<file path="config.mk">
export PLATFORM = sky130hd
export DESIGN_NAME = lat_mem_wrap
export DESIGN_NICKNAME = d
export VERILOG_FILES = /design/src/rtl/memwrap_pkg.sv /design/src/rtl/memwrap_ram.sv /design/src/rtl/memwrap_respq.sv /design/src/rtl/memwrap_dp.sv /design/src/rtl/memwrap_ctrl.sv /design/src/rtl/lat_mem_wrap.sv
export SDC_FILE = /design/constraint.sdc
export NUM_CORES = 2
export LEC_CHECK = 0
export BUFFER_PORTS_ARGS = -buffer_cell sky130_fd_sc_hd__buf_4
export CORE_MARGIN = 3
export CORE_UTILIZATION = 30
export DETAILED_ROUTE_END_ITERATION = 8
export PLACE_DENSITY_LB_ADDON = 0.08
export SLEW_MARGIN = 0
export SYNTH_ARGS = -nofsm -noshare
export SYNTH_HDL_FRONTEND = slang
export SYNTH_HIERARCHICAL = 1
export SYNTH_MEMORY_MAX_BITS = 65536
export SYNTH_SLANG_ARGS = --single-unit
export TNS_END_PERCENT = 5
</file>
<file path="constraint.sdc">
create_clock -name clk -period 3 [get_ports clk]
set_input_delay 0.15 -clock clk [delete_from_list [all_inputs] [get_ports clk]]
set_output_delay 0.15 -clock clk [all_outputs]
set_load 0.05 [all_outputs]
</file>
<file path="src/rtl/memwrap_pkg.sv">
package memwrap_pkg;

  // strobes from control to datapath, one cycle wide
  typedef struct packed {
    logic reqFire;   // launch a table read this edge
    logic deqFire;   // pop oldest queued response
    logic enqResp;   // memory pipe output carries a real response
  } wrapStrobe_t;

endpackage

</file>
<file path="src/rtl/memwrap_ram.sv">
module memwrap_ram #(
  parameter int ADDR_W = 8,
  parameter int DATA_W = 16,
  parameter int LAT    = 3
) (
  input  logic              clk,
  input  logic              rdEn,
  input  logic [ADDR_W-1:0] rdAddr,
  input  logic              wrEn,
  input  logic [ADDR_W-1:0] wrAddr,
  input  logic [DATA_W-1:0] wrData,
  output logic [DATA_W-1:0] rdData
);
  localparam int WORDS = 1 << ADDR_W;

  logic [DATA_W-1:0] store [WORDS];
  logic [DATA_W-1:0] stage [LAT];

  // read sees the word present before a same-edge write
  always_ff @(posedge clk) begin
    if (wrEn) store[wrAddr] <= wrData;
    if (rdEn) stage[0] <= store[rdAddr];
    for (int s = 1; s < LAT; s++) stage[s] <= stage[s-1];
  end

  assign rdData = stage[LAT-1];
endmodule

</file>
<file path="src/rtl/memwrap_respq.sv">
module memwrap_respq #(
  parameter int DATA_W = 16,
  parameter int DEPTH  = 4
) (
  input  logic                       clk,
  input  logic                       rstN,
  input  logic                       enq,
  input  logic [DATA_W-1:0]          enqData,
  input  logic                       deq,
  output logic                       notEmpty,
  output logic [DATA_W-1:0]          headData,
  output logic [$clog2(DEPTH+1)-1:0] level
);
  localparam int PTR_W = (DEPTH > 1) ? $clog2(DEPTH) : 1;
  localparam int CNT_W = $clog2(DEPTH + 1);
  localparam logic [PTR_W-1:0] LAST = PTR_W'(DEPTH - 1);

  logic [DATA_W-1:0] slots [DEPTH];
  logic [PTR_W-1:0]  wrPtr, rdPtr;
  logic [CNT_W-1:0]  cnt;

  function automatic logic [PTR_W-1:0] bump(input logic [PTR_W-1:0] p);
    return (p == LAST) ? '0 : p + 1'b1;
  endfunction

  always_ff @(posedge clk) begin
    if (enq) slots[wrPtr] <= enqData;
  end

  always_ff @(posedge clk or negedge rstN) begin
    if (!rstN) begin
      wrPtr <= '0;
      rdPtr <= '0;
      cnt   <= '0;
    end else begin
      if (enq) wrPtr <= bump(wrPtr);
      if (deq) rdPtr <= bump(rdPtr);
      case ({enq, deq})
        2'b10:   cnt <= cnt + 1'b1;
        2'b01:   cnt <= cnt - 1'b1;
        default: cnt <= cnt;
      endcase
    end
  end

  assign notEmpty = (cnt != '0);
  assign headData = slots[rdPtr];
  assign level    = cnt;
endmodule

</file>
<file path="src/rtl/memwrap_dp.sv">
module memwrap_dp
  import memwrap_pkg::*;
#(
  parameter int ADDR_W = 8,
  parameter int DATA_W = 16,
  parameter int LAT    = 3,
  parameter int DEPTH  = 4
) (
  input  logic                       clk,
  input  logic                       rstN,
  input  wrapStrobe_t                strobe,
  input  logic [ADDR_W-1:0]          reqAddr,
  input  logic                       wrEn,
  input  logic [ADDR_W-1:0]          wrAddr,
  input  logic [DATA_W-1:0]          wrData,
  output logic                       queueNotEmpty,
  output logic [DATA_W-1:0]          respData,
  output logic [$clog2(DEPTH+1)-1:0] queueLevel
);
  logic [DATA_W-1:0] pipeOut;

  memwrap_ram #(.ADDR_W(ADDR_W), .DATA_W(DATA_W), .LAT(LAT)) u_ram (
    .clk    (clk),
    .rdEn   (strobe.reqFire),
    .rdAddr (reqAddr),
    .wrEn   (wrEn),
    .wrAddr (wrAddr),
    .wrData (wrData),
    .rdData (pipeOut)
  );

  memwrap_respq #(.DATA_W(DATA_W), .DEPTH(DEPTH)) u_q (
    .clk      (clk),
    .rstN     (rstN),
    .enq      (strobe.enqResp),
    .enqData  (pipeOut),
    .deq      (strobe.deqFire),
    .notEmpty (queueNotEmpty),
    .headData (respData),
    .level    (queueLevel)
  );
endmodule

</file>
<file path="src/rtl/memwrap_ctrl.sv">
module memwrap_ctrl
  import memwrap_pkg::*;
#(
  parameter int LAT   = 3,
  parameter int DEPTH = 4
) (
  input  logic                       clk,
  input  logic                       rstN,
  input  logic                       reqValid,
  input  logic                       respDeq,
  input  logic                       queueNotEmpty,
  output logic                       reqReady,
  output logic                       respValid,
  output wrapStrobe_t                strobe,
  output logic [$clog2(DEPTH+1)-1:0] credit
);
  localparam int CNT_W = $clog2(DEPTH + 1);
  localparam logic [CNT_W-1:0] CAP = CNT_W'(DEPTH);

  logic [LAT-1:0]   validLine;
  logic [CNT_W-1:0] used;
  logic             deqFire, reqFire;

  assign deqFire   = respDeq && queueNotEmpty;
  // a dequeue this cycle hands its credit straight to a new request
  assign reqReady  = (used < CAP) || deqFire;
  assign reqFire   = reqValid && reqReady;
  assign respValid = queueNotEmpty;

  always_ff @(posedge clk or negedge rstN) begin
    if (!rstN) begin
      validLine <= '0;
      used      <= '0;
    end else begin
      validLine <= (validLine << 1) | LAT'(reqFire);
      case ({reqFire, deqFire})
        2'b10:   used <= used + 1'b1;
        2'b01:   used <= used - 1'b1;
        default: used <= used;
      endcase
    end
  end

  assign strobe.reqFire = reqFire;
  assign strobe.deqFire = deqFire;
  assign strobe.enqResp = validLine[LAT-1];
  assign credit         = used;
endmodule

</file>
<file path="src/rtl/lat_mem_wrap.sv">
module lat_mem_wrap
  import memwrap_pkg::*;
#(
  parameter int ADDR_W = 8,
  parameter int DATA_W = 16,
  parameter int LAT    = 3,
  parameter int DEPTH  = 4
) (
  input  logic              clk,
  input  logic              rstN,
  input  logic              reqValid,
  output logic              reqReady,
  input  logic [ADDR_W-1:0] reqAddr,
  output logic              respValid,
  output logic [DATA_W-1:0] respData,
  input  logic              respDeq,
  input  logic              wrEn,
  input  logic [ADDR_W-1:0] wrAddr,
  input  logic [DATA_W-1:0] wrData
);
  localparam int CNT_W = $clog2(DEPTH + 1);

  wrapStrobe_t      strobe;
  logic             queueNotEmpty;
  logic [CNT_W-1:0] credit;
  logic [CNT_W-1:0] queueLevel;

  memwrap_ctrl #(.LAT(LAT), .DEPTH(DEPTH)) u_ctrl (
    .clk           (clk),
    .rstN          (rstN),
    .reqValid      (reqValid),
    .respDeq       (respDeq),
    .queueNotEmpty (queueNotEmpty),
    .reqReady      (reqReady),
    .respValid     (respValid),
    .strobe        (strobe),
    .credit        (credit)
  );

  memwrap_dp #(.ADDR_W(ADDR_W), .DATA_W(DATA_W), .LAT(LAT), .DEPTH(DEPTH)) u_dp (
    .clk           (clk),
    .rstN          (rstN),
    .strobe        (strobe),
    .reqAddr       (reqAddr),
    .wrEn          (wrEn),
    .wrAddr        (wrAddr),
    .wrData        (wrData),
    .queueNotEmpty (queueNotEmpty),
    .respData      (respData),
    .queueLevel    (queueLevel)
  );
endmodule

</file>
==> flow_summary.toml <==
[floorplan]
die-width_um = 743
dieArea_um2 = 551000
die_y_um = 743
coreArea_um2 = 539000
initial_utilization_pct = 30.2
rows = 269
num_io_pins = 55

[yosys]
postSynthCellCount = 7549
ys.flop_type = "edfxtp_1"
yosys.cell_types.count = 60
ys_seq_elements = 4221
syn_avg_cell_area_um2 = 21.6
ys_warn_count = 6
syn_area_um2 = 163000
ys_seq_area_share_pct = 77.7
synth_edf_count = 4176
synth_fp_nets = 7595
async_flop_share_pct = 0.308

[worst_setup_path]
r2r_end = "u_dp/u_ram/stage[0][9]$_DFFE_PP_"
cp.required_ns = 3.77
startpoint_type = "register"
critPathBufInv = 1
crit_cells = 6
cp_slowest_cell = "mux4_2"
cp.arrival_ns = 3.72
worstPathCellList = "mux4_2, mux4_2, a22o_1, o32ai_2, buf_4, nor4_1"
path_common_cell = "mux4_2"
r2r_slack_ns = 0.05
critical_path.max_stage_delay_ns = 0.57
worstSetupEndpointType = "register"
r2r-start = "u_dp/u_ram/store[59][9]$_DFFE_PP_"
crit_type = "register to register"
crit_family = "multiplexers"
ff2ff_path_depth = 6
path_max_fanout = 1

[clocking]
cts.sinks = 4221
clk_pin_slew_worst_paths_ns = 0.06
h-tree-depth = 5
cts_buffer_depth = 4
cts_root_buf = "clkbuf_16"
clock_latency_ns = 1.02
cts_tree = "yes"
cts_buffers = 469

[place]
io_buffer_count = 54
dp.cells = 15400
place_congestion = 0.815
place_hpwl_mm = 331

[final_layout]
drive_above_1_share_pct = 31.5
nNetsFinal = 8726
fin_cells = 16300
area_delta_synth_final_pct = 20.2

[power]
finalPower_mw = 130
power.density_nw_per_um2 = 666
p_leak_nw = 62.6
vdd_drop_max_mv = 0.487

[sta]
finalSetupTns_ns = 0
period_share_pct = 98.4
fin_worst_skew_ns = 0.0988
slew_violations = 0
rsz0062_at_grt = "no"
clock.fmax_mhz = 339
slew_headroom_pct = 6.36
hold_viol_final = 0
setup_viol = 0
min_period_ns = 2.95
worst_pin_slew_ns = 1.39

[global_routing]
grt_pass1_wl_mm = 720
antenna_found_initial = 42
grt_pass1_vias = 84000
grt_usage_pct = 18.7
grt_max_degree = 140
overflow = 0

[detailed_routing]
post_drt_wl_per_cell_um = 32.3
drt_iter0_markers = 7362
drc = 0
firstDrtPassIters = 6
ant_nets = 0
num_vias = 82100
routed_via_density = 5.04
finalWirelength_mm = 526

[hold_path]
hold_path.startpoint = "respDeq"
hold_path_class = "input pin to register"
hold_depth = 4
worstHoldEndpoint = "u_dp/u_q/rdPtr[0]$_DFFE_PN0P_"

[run]
maxCapViolations = 0

[outcome]
status = "finished, final reports clean"
[registers in the layout, summed over array words and instances (netlist names)]
name	count
u_dp/u_q/rdPtr	2
u_dp/u_ram/store	4096
u_dp/u_q/wrPtr	2
u_dp/u_ram/stage	48
u_ctrl/credit	3
u_ctrl/validLine	3
u_dp/u_q/level	3
u_dp/u_q/slots	64
[Yosys cell counts, types with 27 or more instances]
cell type | instances | area [um^2]
a21oi_1 | 175 | 876
a221oi_1 | 28 | 245
a22o_1 | 32 | 280
a22oi_1 | 43 | 323
buf_1 | 27 | 101
buf_2 | 80 | 400
buf_4 | 44 | 330
buf_6 | 75 | 845
clkbuf_1 | 229 | 860
dfxtp_1 | 32 | 641
edfxtp_1 | 4176 | 125000
mux2_2 | 92 | 1040
mux2i_1 | 565 | 5660
mux4_2 | 805 | 18100
nand2_1 | 40 | 150
nand3_1 | 35 | 175
nand4_1 | 27 | 169
nor2_1 | 307 | 1150
nor3_1 | 92 | 460
o21ai_0 | 39 | 195
o221ai_1 | 252 | 2210
o22ai_1 | 148 | 926
[area by class of cell]
| class | instances | area (um^2) |
|---|---|---|
| fill | 49700 | 343000 |
| sequential | 4221 | 126000 |
| multi-input combinational | 2844 | 34200 |
| clock buffer | 593 | 12300 |
| timing repair buffer | 1137 | 11100 |
| tap | 7181 | 8980 |
| clock inverter | 279 | 2530 |
| antenna | 37 | 92.6 |
| inverter | 7 | 38.8 |
[routing by layer]
metal / GRT usage [%] / up-vias / share of wire [%]
met5: 0 / - / 0
li1: - / 34400 / -
met1: 26.7 / 44900 / 45
met2: 30.6 / 2160 / 48
met4: 4.23 / 0 / 2.4
met3: 2.34 / 584 / 4.5
[repair_timing]
| item | in CTS | in global routing |
|---|---|---|
| hold buffers | 35 | 0 |
| endpoints found under the setup margin | 7 | 2 |
| pin swaps | 0 | 1 |
| resized for setup | 12 | 2 |
| endpoints found under the hold margin | 2987 | 0 |
| buffers inserted | 0 | 0 |
[logic make-up after synthesis]
kind of cell | Yosys count | synth area share [%]
XOR/XNOR | 6 | 0.0323
adder cells (fa/ha/maj) | 9 | 0.0784
flip-flops | 4221 | 77.7
buffers and inverters | 484 | 1.81
AO/OA/AOI/OAI | 788 | 3.46
multiplexers | 1470 | 15.4
AND/OR/NAND/NOR | 571 | 1.59
[worst max path at each step]
stage | to | from | slack, ns
finish | u_dp/u_ram/stage[0][9]$_DFFE_PP_ | u_dp/u_ram/store[59][9]$_DFFE_PP_ | 0.05
global route | u_dp/u_ram/stage[0][6]$_DFFE_PP_ | u_dp/u_ram/store[131][6]$_DFFE_PP_ | 0.04
CTS | u_dp/u_ram/stage[0][11]$_DFFE_PP_ | u_dp/u_ram/store[12][11]$_DFFE_PP_ | 0.03
detailed placement | u_dp/u_ram/stage[0][5]$_DFFE_PP_ | reqAddr[0] | -1.47
global placement | u_dp/u_ram/stage[0][5]$_DFFE_PP_ | reqAddr[0] | -1.56
floorplan | u_dp/u_ram/stage[0][4]$_DFFE_PP_ | reqAddr[0] | 0.56
[power breakdown]
part	switching (mW)	internal, mW
clock network	23.7	32.0
registers	0.308	65.4
logic	5.53	3.26
[per-stage QoR]
step	utilization (%)	hold WS, ns	worst slack [ns]	area, um^2
CTS	36.3	0.00116	0.0270	195000
global placement	33.5	0.000963	-1.56	180000
global route	36.3	0.0749	0.0395	196000
floorplan	-	-0.146	0.556	163000
finish	36.3	0.120	0.0490	196000
detailed placement	33.5	0.00374	-1.47	180000
[tightest hold or removal path: cells and delay by family]
family        cells  cell delay (ns)
mux               1             0.15
simple gates      1             0.17
buf+inv           2             0.63
[layout by cell type, fill, tap and decap left out, types with 148 or more instances in the layout]
cell,count
a21oi_1,175
buf_12,184
buf_4,898
clkbuf_16,474
edfxtp_1,4176
mux2i_1,565
mux4_2,805
nor2_2,181
o221ai_1,252
o22ai_1,148
Power figures use the tool's default switching activity.
